File: src/rtl/split_pkg.sv
`timescale 1ns/1ps
package split_pkg;
  localparam int BUS_B     = 4;
  localparam int BUS_W     = BUS_B * 8;
  localparam int OPD_B     = 8;
  localparam int OPD_W     = OPD_B * 8;
  localparam int OFF_W     = $clog2(BUS_B);
  localparam int NB_W      = $clog2(OPD_B) + 1;
  localparam int MAX_BEATS = OPD_B / BUS_B + 1;
  localparam int WIN_B     = BUS_B * MAX_BEATS;
  localparam int WIN_W     = WIN_B * 8;
  localparam int BEAT_W    = $clog2(MAX_BEATS);

  typedef enum logic [1:0] {SZ_BYTE, SZ_HALF, SZ_WORD, SZ_QUAD} acc_size_e;
  typedef enum logic {ST_IDLE, ST_RUN} split_state_e;
endpackage

File: src/rtl/split_rst_sync.sv
`timescale 1ns/1ps
module split_rst_sync (
  input  logic clk,
  input  logic rst_n,
  output logic rst_n_s
);
  logic stage0_q, stage1_q;

  always_ff @(posedge clk or negedge rst_n) begin
    if (!rst_n) begin
      stage0_q <= 1'b0;
      stage1_q <= 1'b0;
    end else begin
      stage0_q <= 1'b1;
      stage1_q <= stage0_q;
    end
  end

  assign rst_n_s = stage1_q;
endmodule

File: src/rtl/split_plan.sv
`timescale 1ns/1ps
module split_plan
  import split_pkg::*;
(
  input  acc_size_e           size,
  input  logic [OFF_W-1:0]    off,
  input  logic [OPD_W-1:0]    wdata,
  output logic [WIN_B-1:0]    be_win,
  output logic [WIN_W-1:0]    data_win,
  output logic [BEAT_W-1:0]   last_idx
);
  logic [NB_W-1:0]  nbytes;
  logic [NB_W-1:0]  last_byte;
  logic [WIN_B-1:0] base_mask;

  always_comb begin
    nbytes = NB_W'(1) << size;
    for (int i = 0; i < WIN_B; i++) begin
      base_mask[i] = (NB_W'(i) < nbytes);
    end
    be_win    = base_mask << off;
    data_win  = {{(WIN_W-OPD_W){1'b0}}, wdata} << {off, 3'b000};
    last_byte = {{(NB_W-OFF_W){1'b0}}, off} + nbytes - NB_W'(1);
    last_idx  = BEAT_W'(last_byte >> OFF_W);
  end
endmodule

File: src/rtl/split_merge.sv
`timescale 1ns/1ps
module split_merge
  import split_pkg::*;
(
  input  logic [WIN_W-1:0] win,
  input  logic [OFF_W-1:0] off,
  input  acc_size_e        size,
  output logic [OPD_W-1:0] value
);
  logic [NB_W-1:0]  nbytes;
  logic [WIN_W-1:0] shifted;
  logic [OPD_W-1:0] keep;

  always_comb begin
    nbytes  = NB_W'(1) << size;
    shifted = win >> {off, 3'b000};
    for (int b = 0; b < OPD_B; b++) begin
      keep[b*8 +: 8] = (NB_W'(b) < nbytes) ? 8'hFF : 8'h00;
    end
    value = shifted[OPD_W-1:0] & keep;
  end
endmodule

File: src/rtl/unaligned_splitter.sv
`timescale 1ns/1ps
module unaligned_splitter
  import split_pkg::*;
#(
  parameter int AW = 32
) (
  input  logic             clk,
  input  logic             rst_n,
  input  logic             req_valid,
  output logic             req_ready,
  input  logic             req_write,
  input  logic [1:0]       req_size,
  input  logic [AW-1:0]    req_addr,
  input  logic [OPD_W-1:0] req_wdata,
  output logic             rsp_valid,
  output logic [OPD_W-1:0] rsp_rdata,
  output logic             mem_valid,
  input  logic             mem_ready,
  output logic             mem_write,
  output logic [AW-1:0]    mem_addr,
  output logic [BUS_B-1:0] mem_be,
  output logic [BUS_W-1:0] mem_wdata,
  input  logic [BUS_W-1:0] mem_rdata
);
  localparam int WA_W = AW - OFF_W;

  logic rst_n_s;

  split_rst_sync u_rst (.clk(clk), .rst_n(rst_n), .rst_n_s(rst_n_s));

  // request-side decode
  acc_size_e         in_size;
  logic [WIN_B-1:0]  in_be_win;
  logic [WIN_W-1:0]  in_data_win;
  logic [BEAT_W-1:0] in_last;

  assign in_size = acc_size_e'(req_size);

  split_plan u_plan (
    .size(in_size), .off(req_addr[OFF_W-1:0]), .wdata(req_wdata),
    .be_win(in_be_win), .data_win(in_data_win), .last_idx(in_last)
  );

  // state
  split_state_e      state_q, state_d;
  logic [BEAT_W-1:0] beat_q, beat_d;
  logic              beat_en;
  logic              write_q;
  acc_size_e         size_q;
  logic [OFF_W-1:0]  off_q;
  logic [WA_W-1:0]   waddr_q;
  logic [BEAT_W-1:0] last_q;
  logic [WIN_B-1:0]  be_win_q;
  logic [WIN_W-1:0]  data_win_q;
  logic [WIN_W-1:0]  rbuf_q, rbuf_d;
  logic              rbuf_en;
  logic              rsp_valid_q, rsp_valid_d;
  logic [OPD_W-1:0]  rsp_rdata_q, rsp_rdata_d;
  logic              rsp_en;
  logic [OPD_W-1:0]  merged;
  logic              accept, hs, done, run;

  assign run       = (state_q == ST_RUN);
  assign req_ready = (state_q == ST_IDLE);
  assign accept    = req_valid && req_ready;
  assign hs        = run && mem_ready;
  assign done      = hs && (beat_q == last_q);

  // bus side
  assign mem_valid = run;
  assign mem_write = run && write_q;
  assign mem_addr  = {waddr_q + WA_W'(beat_q), {OFF_W{1'b0}}};
  assign mem_be    = run ? be_win_q[int'(beat_q)*BUS_B +: BUS_B] : '0;
  assign mem_wdata = data_win_q[int'(beat_q)*BUS_W +: BUS_W];

  split_merge u_merge (.win(rbuf_d), .off(off_q), .size(size_q), .value(merged));

  always_comb begin
    state_d     = state_q;
    beat_d      = beat_q;
    beat_en     = 1'b0;
    rbuf_d      = rbuf_q;
    rbuf_en     = 1'b0;
    rsp_valid_d = done;
    rsp_rdata_d = write_q ? '0 : merged;
    rsp_en      = done;
    case (state_q)
      ST_IDLE: if (accept) begin
        state_d = ST_RUN;
        beat_d  = '0;
        beat_en = 1'b1;
      end
      ST_RUN: begin
        if (hs) begin
          rbuf_d[int'(beat_q)*BUS_W +: BUS_W] = mem_rdata;
          rbuf_en = 1'b1;
        end
        if (done) begin
          state_d = ST_IDLE;
        end else if (hs) begin
          beat_d  = beat_q + BEAT_W'(1);
          beat_en = 1'b1;
        end
      end
      default: state_d = ST_IDLE;
    endcase
  end

  // control registers
  always_ff @(posedge clk or negedge rst_n_s) begin
    if (!rst_n_s) begin
      state_q     <= ST_IDLE;
      beat_q      <= '0;
      rsp_valid_q <= 1'b0;
      rsp_rdata_q <= '0;
    end else begin
      state_q     <= state_d;
      rsp_valid_q <= rsp_valid_d;
      if (beat_en) beat_q      <= beat_d;
      if (rsp_en)  rsp_rdata_q <= rsp_rdata_d;
    end
  end

  // datapath registers, loaded on acceptance
  always_ff @(posedge clk) begin
    if (accept) begin
      write_q    <= req_write;
      size_q     <= in_size;
      off_q      <= req_addr[OFF_W-1:0];
      waddr_q    <= req_addr[AW-1:OFF_W];
      last_q     <= in_last;
      be_win_q   <= in_be_win;
      data_win_q <= in_data_win;
    end
    if (rbuf_en) rbuf_q <= rbuf_d;
  end

  assign rsp_valid = rsp_valid_q;
  assign rsp_rdata = rsp_rdata_q;


  addr_step_chk: assert property (@(posedge clk) disable iff (!rst_n_s)
    (mem_valid && mem_ready) |=> (!mem_valid || (mem_addr == $past(mem_addr) + AW'(BUS_B))));


  stall_hold_chk: assert property (@(posedge clk) disable iff (!rst_n_s)
    (mem_valid && !mem_ready) |=> (mem_valid && $stable(mem_addr) && $stable(mem_be) && $stable(mem_wdata)));


  busy_close_chk: assert property (@(posedge clk) disable iff (!rst_n_s)
    (req_valid && req_ready) |=> (!req_ready && mem_valid));


  rsp_pulse_chk: assert property (@(posedge clk) disable iff (!rst_n_s)
    rsp_valid |=> !rsp_valid);


  rsp_after_hs_chk: assert property (@(posedge clk) disable iff (!rst_n_s)
    rsp_valid |-> $past(mem_valid && mem_ready));


  lanes_used_chk: assert property (@(posedge clk) disable iff (!rst_n_s)
    mem_valid |-> (mem_be != '0));
endmodule

File: config.mk
export PLATFORM = sky130hd
export DESIGN_NAME = unaligned_splitter
export DESIGN_NICKNAME = d
export VERILOG_FILES = /design/src/rtl/split_pkg.sv /design/src/rtl/split_rst_sync.sv /design/src/rtl/split_plan.sv /design/src/rtl/split_merge.sv /design/src/rtl/unaligned_splitter.sv
export SDC_FILE = /design/constraint.sdc
export NUM_CORES = 1
export LEC_CHECK = 0
export CAP_MARGIN = 20
export CORE_ASPECT_RATIO = 1.4
export CORE_MARGIN = 2
export CORE_UTILIZATION = 60
export DETAILED_ROUTE_END_ITERATION = 16
export DONT_BUFFER_PORTS = 1
export GPL_TIMING_DRIVEN = 0
export PLACE_DENSITY = 0.79
export SLEW_MARGIN = 20
export SYNTH_ARGS = -nofsm -noshare
export SYNTH_HDL_FRONTEND = slang
export SYNTH_SLANG_ARGS = --single-unit
File: constraint.sdc
create_clock -name clk -period 4.3 [get_ports clk]
set_input_delay 0.43 -clock clk [delete_from_list [all_inputs] [get_ports clk]]
set_output_delay 0.43 -clock clk [all_outputs]
set_load 0.005 [all_outputs]
# Word level (Yosys, flattened, before mapping)
# Cells that the tools add are included.
dict set report word_totals {
  elab_cells 83
  in_bits 135
  output_inout_bits 136
  ff_bits 311
}
dict set report op_classes {
  eq_ne 4
  bitwise 2
  n_reduce_logical 5
  order_cmp 20
  shift 9
  add_sub_neg 5
  n_mux 24
}
# op n
set op_table {}
lappend op_table {{$mux 96} 2}
lappend op_table {{$bwmux 96} 1}
lappend op_table {{$shift 32x33->96 const A} 1}
lappend op_table {{$shiftx 32x33->96} 1}
lappend op_table {{$shiftx 96x8->32} 1}
lappend op_table {{$shl 64x5->96} 1}
lappend op_table {{$shr 96x5->64} 1}
lappend op_table {{$and 64x64->64} 1}
lappend op_table {{$mux 64} 1}
lappend op_table {{$mux 8} 8}
lappend op_table {{$neg 7->33} 1}
lappend op_table {{$lt 3x4->1 const A} 8}
lappend op_table {{$add 30x2->30} 1}
lappend op_table {{$lt 1x4->1 const A} 4}
lappend op_table {{$lt 2x4->1 const A} 4}
lappend op_table {{$lt 4x4->1 const A} 4}
lappend op_table {{$shiftx 12x5->4} 1}
lappend op_table {{$shl 12x2->12} 1}
lappend op_table {{$shl 1x2->4 const A} 2}
lappend op_table {{$mux 2} 3}
lappend op_table {{$mux 1} 5}
lappend op_table {{$add 2x4->4} 1}
lappend op_table {{$logic_and 1x1->1} 4}
lappend op_table {{$mux 4} 1}
lappend op_table {{other kinds (9)} 11}

# Longest topological paths before layout
dict set report depth {
  ltp_word 8
  ltp_mapped 12
  mapped_depth_nobuf 6
}

# Hierarchy
# Synthesis repeated with hierarchy kept, for this count alone.
dict set report unflattened {
  cells_unflattened 1309
  hier_area_um2 16016.6
}
# module seq_area_each_um2 area_each_um2 cells_each n_inst
set by_module_without_submodules {}
lappend by_module_without_submodules {unaligned_splitter 8938.6 12617.1 874 1}
lappend by_module_without_submodules {split_plan 0.0 1858.0 271 1}
lappend by_module_without_submodules {split_merge 0.0 1487.7 161 1}
lappend by_module_without_submodules {split_rst_sync 50.0 53.8 3 1}

# Worst setup path after synthesis
# Ideal clock, no wire load.
dict set report synth_path {
  path_kind {flip-flop to flip-flop}
  from {register state_q (netlist: mem_valid)}
  to {register be_win_q[0], enable pin}
  path_buffers 2
  setup_time_ns 0.652
  path_slack_ns -3.183
  synth_period_minus_slack_ns 7.483
  arrival_time_ns 6.831
  path_stages_with_launch 4
  required_time_ns 3.648
  cell_sequence {dfrtp_1 -> buf_2 -> clkbuf_1 -> nor2b_1}
}
dict set report synth_between {
  elab_chain_cells 2
}
# element line_no
set synth_rtl {}
lappend synth_rtl {{start: declaration} unaligned_splitter.sv:45} ;# split_state_e state_q, state_d;
lappend synth_rtl {{start signal: assignment} unaligned_splitter.sv:117} ;# state_q <= state_d;
lappend synth_rtl {{$not 1->1} -}
lappend synth_rtl {{$logic_and 1x1->1} unaligned_splitter.sv:65} ;# assign accept = req_valid && req_ready;
lappend synth_rtl {{net accept} unaligned_splitter.sv:61} ;# logic accept, hs, done, run;
lappend synth_rtl {{end signal: assignment} unaligned_splitter.sv:132} ;# be_win_q <= in_be_win;
lappend synth_rtl {{end: declaration} unaligned_splitter.sv:53} ;# logic [WIN_B-1:0] be_win_q;
# The timed path passes the listed nets, and every way through them passes these cells.
# A chain may end at the register's enable or synchronous reset.

# Final worst setup path
dict set report layout_path {
  from {register beat_q[0]}
  to {register rsp_rdata_q[12] (netlist: rsp_rdata[12])}
}
dict set report layout_between {
  elab_chain_cells 8
  word_cells_on_any_way 11
  cone_classes {1 x add/sub; 1 x eq/ne; 3 x shift; 4 x mux; 1 x bitwise; 1 x reduce/logical}
}
# element line_no
set layout_rtl {}
lappend layout_rtl {{start: declaration} unaligned_splitter.sv:46} ;# logic [BEAT_W-1:0] beat_q, beat_d;
lappend layout_rtl {{start signal: assignment} unaligned_splitter.sv:119} ;# if (beat_en) beat_q <= beat_d;
lappend layout_rtl {{$neg 7->33} unaligned_splitter.sv:95} ;# rbuf_d[int'(beat_q)*BUS_W +: BUS_W] = mem_rdata;
lappend layout_rtl {{$shiftx 32x33->96 or $shift 32x33->96 (tied branches)} unaligned_splitter.sv:95}
lappend layout_rtl {{$bwmux 96} unaligned_splitter.sv:95}
lappend layout_rtl {{$mux 96} unaligned_splitter.sv:94} ;# if (hs) begin
lappend layout_rtl {{$mux 96} unaligned_splitter.sv:87} ;# case (state_q)
lappend layout_rtl {{$shr 96x5->64} split_merge.sv:16} ;# shifted = win >> {off, 3'b000};
lappend layout_rtl {{$and 64x64->64} split_merge.sv:20} ;# value = shifted[OPD_W-1:0] & keep;
lappend layout_rtl {{$mux 64} unaligned_splitter.sv:85} ;# rsp_rdata_d = write_q ? '0 : merged;
lappend layout_rtl {{end signal: assignment} unaligned_splitter.sv:120} ;# if (rsp_en) rsp_rdata_q <= rsp_rdata_d;
lappend layout_rtl {{end: declaration} unaligned_splitter.sv:58} ;# logic [OPD_W-1:0] rsp_rdata_q, rsp_rdata_d;
# Parallel ways exist; a longest one is shown, timed or not.

==> out/metrics.yaml <==
p_comb_share_pct: 37.6
area_growth_syn_to_layout_pct: 12.6
grt-ovfl-total: 0
drtIter0Drc: 1395
hold_depth: 2
place_ws_ps: -167
setup_viol: 0
drtPass1Iterations: 5
rsz0062_at_grt: "no"
coreArea_sq_mm: 0.0269
register_area_sq_mm: 0.00851
maxCapViolCount: 0
worst_slew_pin_slew_ps: 1120
drive_above_1_share_pct: 10.8
synth_top_area_share_pct: 41.0
die_h_um: 200
yosysSeqAreaShare_pct: 51.7
place.gp.congestion: 1.06
drt-total-wl_um: 61100
die_x_um: 144
yosysMostFrequentCell: "edfxtp_1"
cp-start-kind: "flop"
antenna_found_initial: 6
root_buffer: "clkbuf_16"
vdd_drop_max_mv: 0.415
holdCritPathClass: "input pin to flop"
finalSetupTns_ps: 0
multi_input_area_sq_mm: 0.00731
synth-edff-count: 225
clockPowerShare_pct: 23.3
rr_worst_depth: 10
fill_cells: 2037
cts.htree.levels: 1
grt.total_usage_pct: 42.4
switching_power_mw: 4.88
async_reset_ff_share_pct: 23.7
wl_per_cell_um: 30.7
io_buffers: 0
slew_headroom_pct: 24.9
finalCriticalPeriod_ps: 3960
via_per_inst: 6.91
critPathMaxFanout: 10
holdPathEnd: "data_win_q[68]"
leakage_nw: 7.15
fmax_mhz: 253
synthCells: 1527
die_area_sq_mm: 0.0288
timing.rr.end: "rsp_rdata[12]"
required_ps: 4700
skew_ps: 24.7
pwr_density_cell_mw_per_mm2: 648
cts_tree: "done"
post_cts_buffers: 0
pin_count: 271
grt_pass1_wl_um: 87800
dp_hpwl_um: 44500
yosysTopAreaCell: "edfxtp_1"
grt_max_degree: 54
crit_arrival_ps: 4360
drc: 0
cts_sinks: 295
setup_slack_ps: 343
sw_frac_of_total_pct: 40.6
p_seq_share_pct: 39.0
cts_buffers: 30
synth-main-ff-cell: "edfxtp_1"
outcome: "completed"
row_count: 71
ys_ff_latch: 295
final_cells: 1992
syn-cell-area_sq_mm: 0.0165
slew_violations: 0
syn_area_per_cell_sq_um: 10.8
min_from: "req_wdata[60]"
yosys-top-cells-area: "edfxtp_1 (41%), dfrtp_1 (11%), mux2i_1 (7.6%)"
synth_common_cells: "edfxtp_1 (225), nand2_1 (212), mux2i_1 (125), nor2_1 (95), clkbuf_1 (71)"
internal_power_mw: 7.14
dr_total_vias: 13800
rr_startpoint: "beat_q[0]"
hold_viol_final: 0
clkSlewWorstSetupHoldPaths_ps: 70
cp-end-kind: "flop"
ys_warn_count: 0
grt_pass1_vias: 13900
numPlacedInstances: 1900
p_total_mw: 12.0
worstSetupPathType: "flop to flop"
ant_nets: 0
clk_latency_ps: 590
cts_buffer_depth: 3
fin_hold_ws_ps: 32.3
fin_crit_sh_pct: 92.0
start_util_pct: 61.2
nNetsFinal: 1748
r2r_slack_ps: 340
synth_cell_types: 62
## routing by layer
metal	GRT usage, %	vias to the layer above	part of all wire [%]
li1	-	5861	-
met1	44.0	6584	30
met2	69.2	1010	48
met3	13.8	309	12
met4	35.5	8	10
met5	0	-	0.095
## cell type report
class,count,area share (%)
antenna,2,0.0270
buffer,127,3.08
clock buffer,32,4.20
multi-input combinational,1075,39.4
tap,365,2.46
sequential,295,45.9
clock inverter,23,1.44
timing repair buffer,44,2.91
inverter,29,0.587
## worst max-delay path, stage by stage, from the launching register on
cell,delay (ps)
dfrtp_1,630
buf_2,290
buf_2,300
inv_1,170
ha_1,380
clkbuf_1,340
nor2_1,90
buf_2,210
clkbuf_1,280
a31oi_1,830
o221ai_1,260
## cell families (layout without fill, tap and decap cells)
group	Yosys count	after routing	synth area share (%)
AO/OA/AOI/OAI	312	312	13.4
XOR/XNOR	33	33	1.75
adder cells (fa/ha/maj)	11	11	0.927
buffers and inverters	158	255	4.18
flip-flops	295	295	51.7
multiplexers	174	174	12.0
other	2	5	0.0456
AND/OR/NAND/NOR	542	542	16.0
## worst max path at each step
stage / slack [ps] / cells after the start / startpoint / endpoint
after floorplan: 230 / 6 / mem_valid / rsp_rdata[15]
after global placement: -1750 / 6 / mem_valid / rsp_rdata[54]
after detailed placement: -170 / 8 / beat_q[1] / mem_addr[30]
after CTS: 420 / 7 / beat_q[1] / mem_addr[22]
after global routing: 180 / 10 / beat_q[0] / rsp_rdata[39]
final: 340 / 10 / beat_q[0] / rsp_rdata[12]
## state kept, by name, summed over array words and instances (netlist names), 2 cells and up
| signal | flops |
|---|---|
| be_win_q | 12 |
| beat_q | 2 |
| data_win_q | 88 |
| last_q | 2 |
| off_q | 2 |
| rbuf_q | 88 |
| rsp_rdata | 64 |
| size_q | 2 |
| waddr_q | 30 |
## repair_timing
action | in CTS | in global routing
gates resized for setup | 1 | 0
hold buffers | 37 | 0
endpoints found under the setup margin | 14 | 0
hold endpoints to repair | 38 | 0
## placed cells by master (no fill, tap or decap), types with 9 or more instances in the layout
cell / netlist / layout
a211oi_1: 33 / 33
a21oi_1: 70 / 70
a221o_1: 24 / 24
a22o_1: 16 / 16
a31oi_1: 16 / 14
and2_1: 29 / 28
and3_1: 15 / 15
and4b_1: 16 / 16
buf_1: 12 / 12
buf_2: 37 / 36
clkbuf_1: 71 / 71
clkbuf_16: 0 / 31
dfrtp_1: 70 / 69
dlygate4sd3_1: 0 / 37
edfxtp_1: 225 / 225
ha_1: 9 / 9
inv_1: 28 / 28
mux2_2: 33 / 33
mux2i_1: 125 / 125
mux4_2: 16 / 16
nand2_1: 212 / 212
nand2b_1: 14 / 14
nand3_1: 46 / 46
nand4_1: 18 / 18
nor2_1: 95 / 95
nor2b_1: 25 / 24
nor3_1: 36 / 36
o21ai_0: 59 / 59
o221ai_1: 30 / 30
or4_1: 11 / 11
xnor2_1: 23 / 23
xor2_1: 10 / 10
## stage by stage
| stage | cell area (sq um) | utilization [%] |
|---|---|---|
| detailed placement | 17100 | 63.6 |
| floorplan | 16500 | - |
| CTS | 18500 | 68.8 |
| finish | 18600 | 68.9 |
| global route | 18600 | 68.9 |
| global placement | 16900 | 62.9 |
## power by group through the flow
stage | clock (mW) | combinational, mW | sequential [mW]
2_1_floorplan | 0 | 2.85 | 4.47
3_3_place_gp | 0 | 4.12 | 4.72
3_5_place_dp | 0 | 4.26 | 4.71
4_1_cts | 2.81 | 4.31 | 4.66
5_1_grt | 2.91 | 4.78 | 4.75
6_report | 2.81 | 4.53 | 4.69
Note: power is estimated with default switching activity, not from simulation.
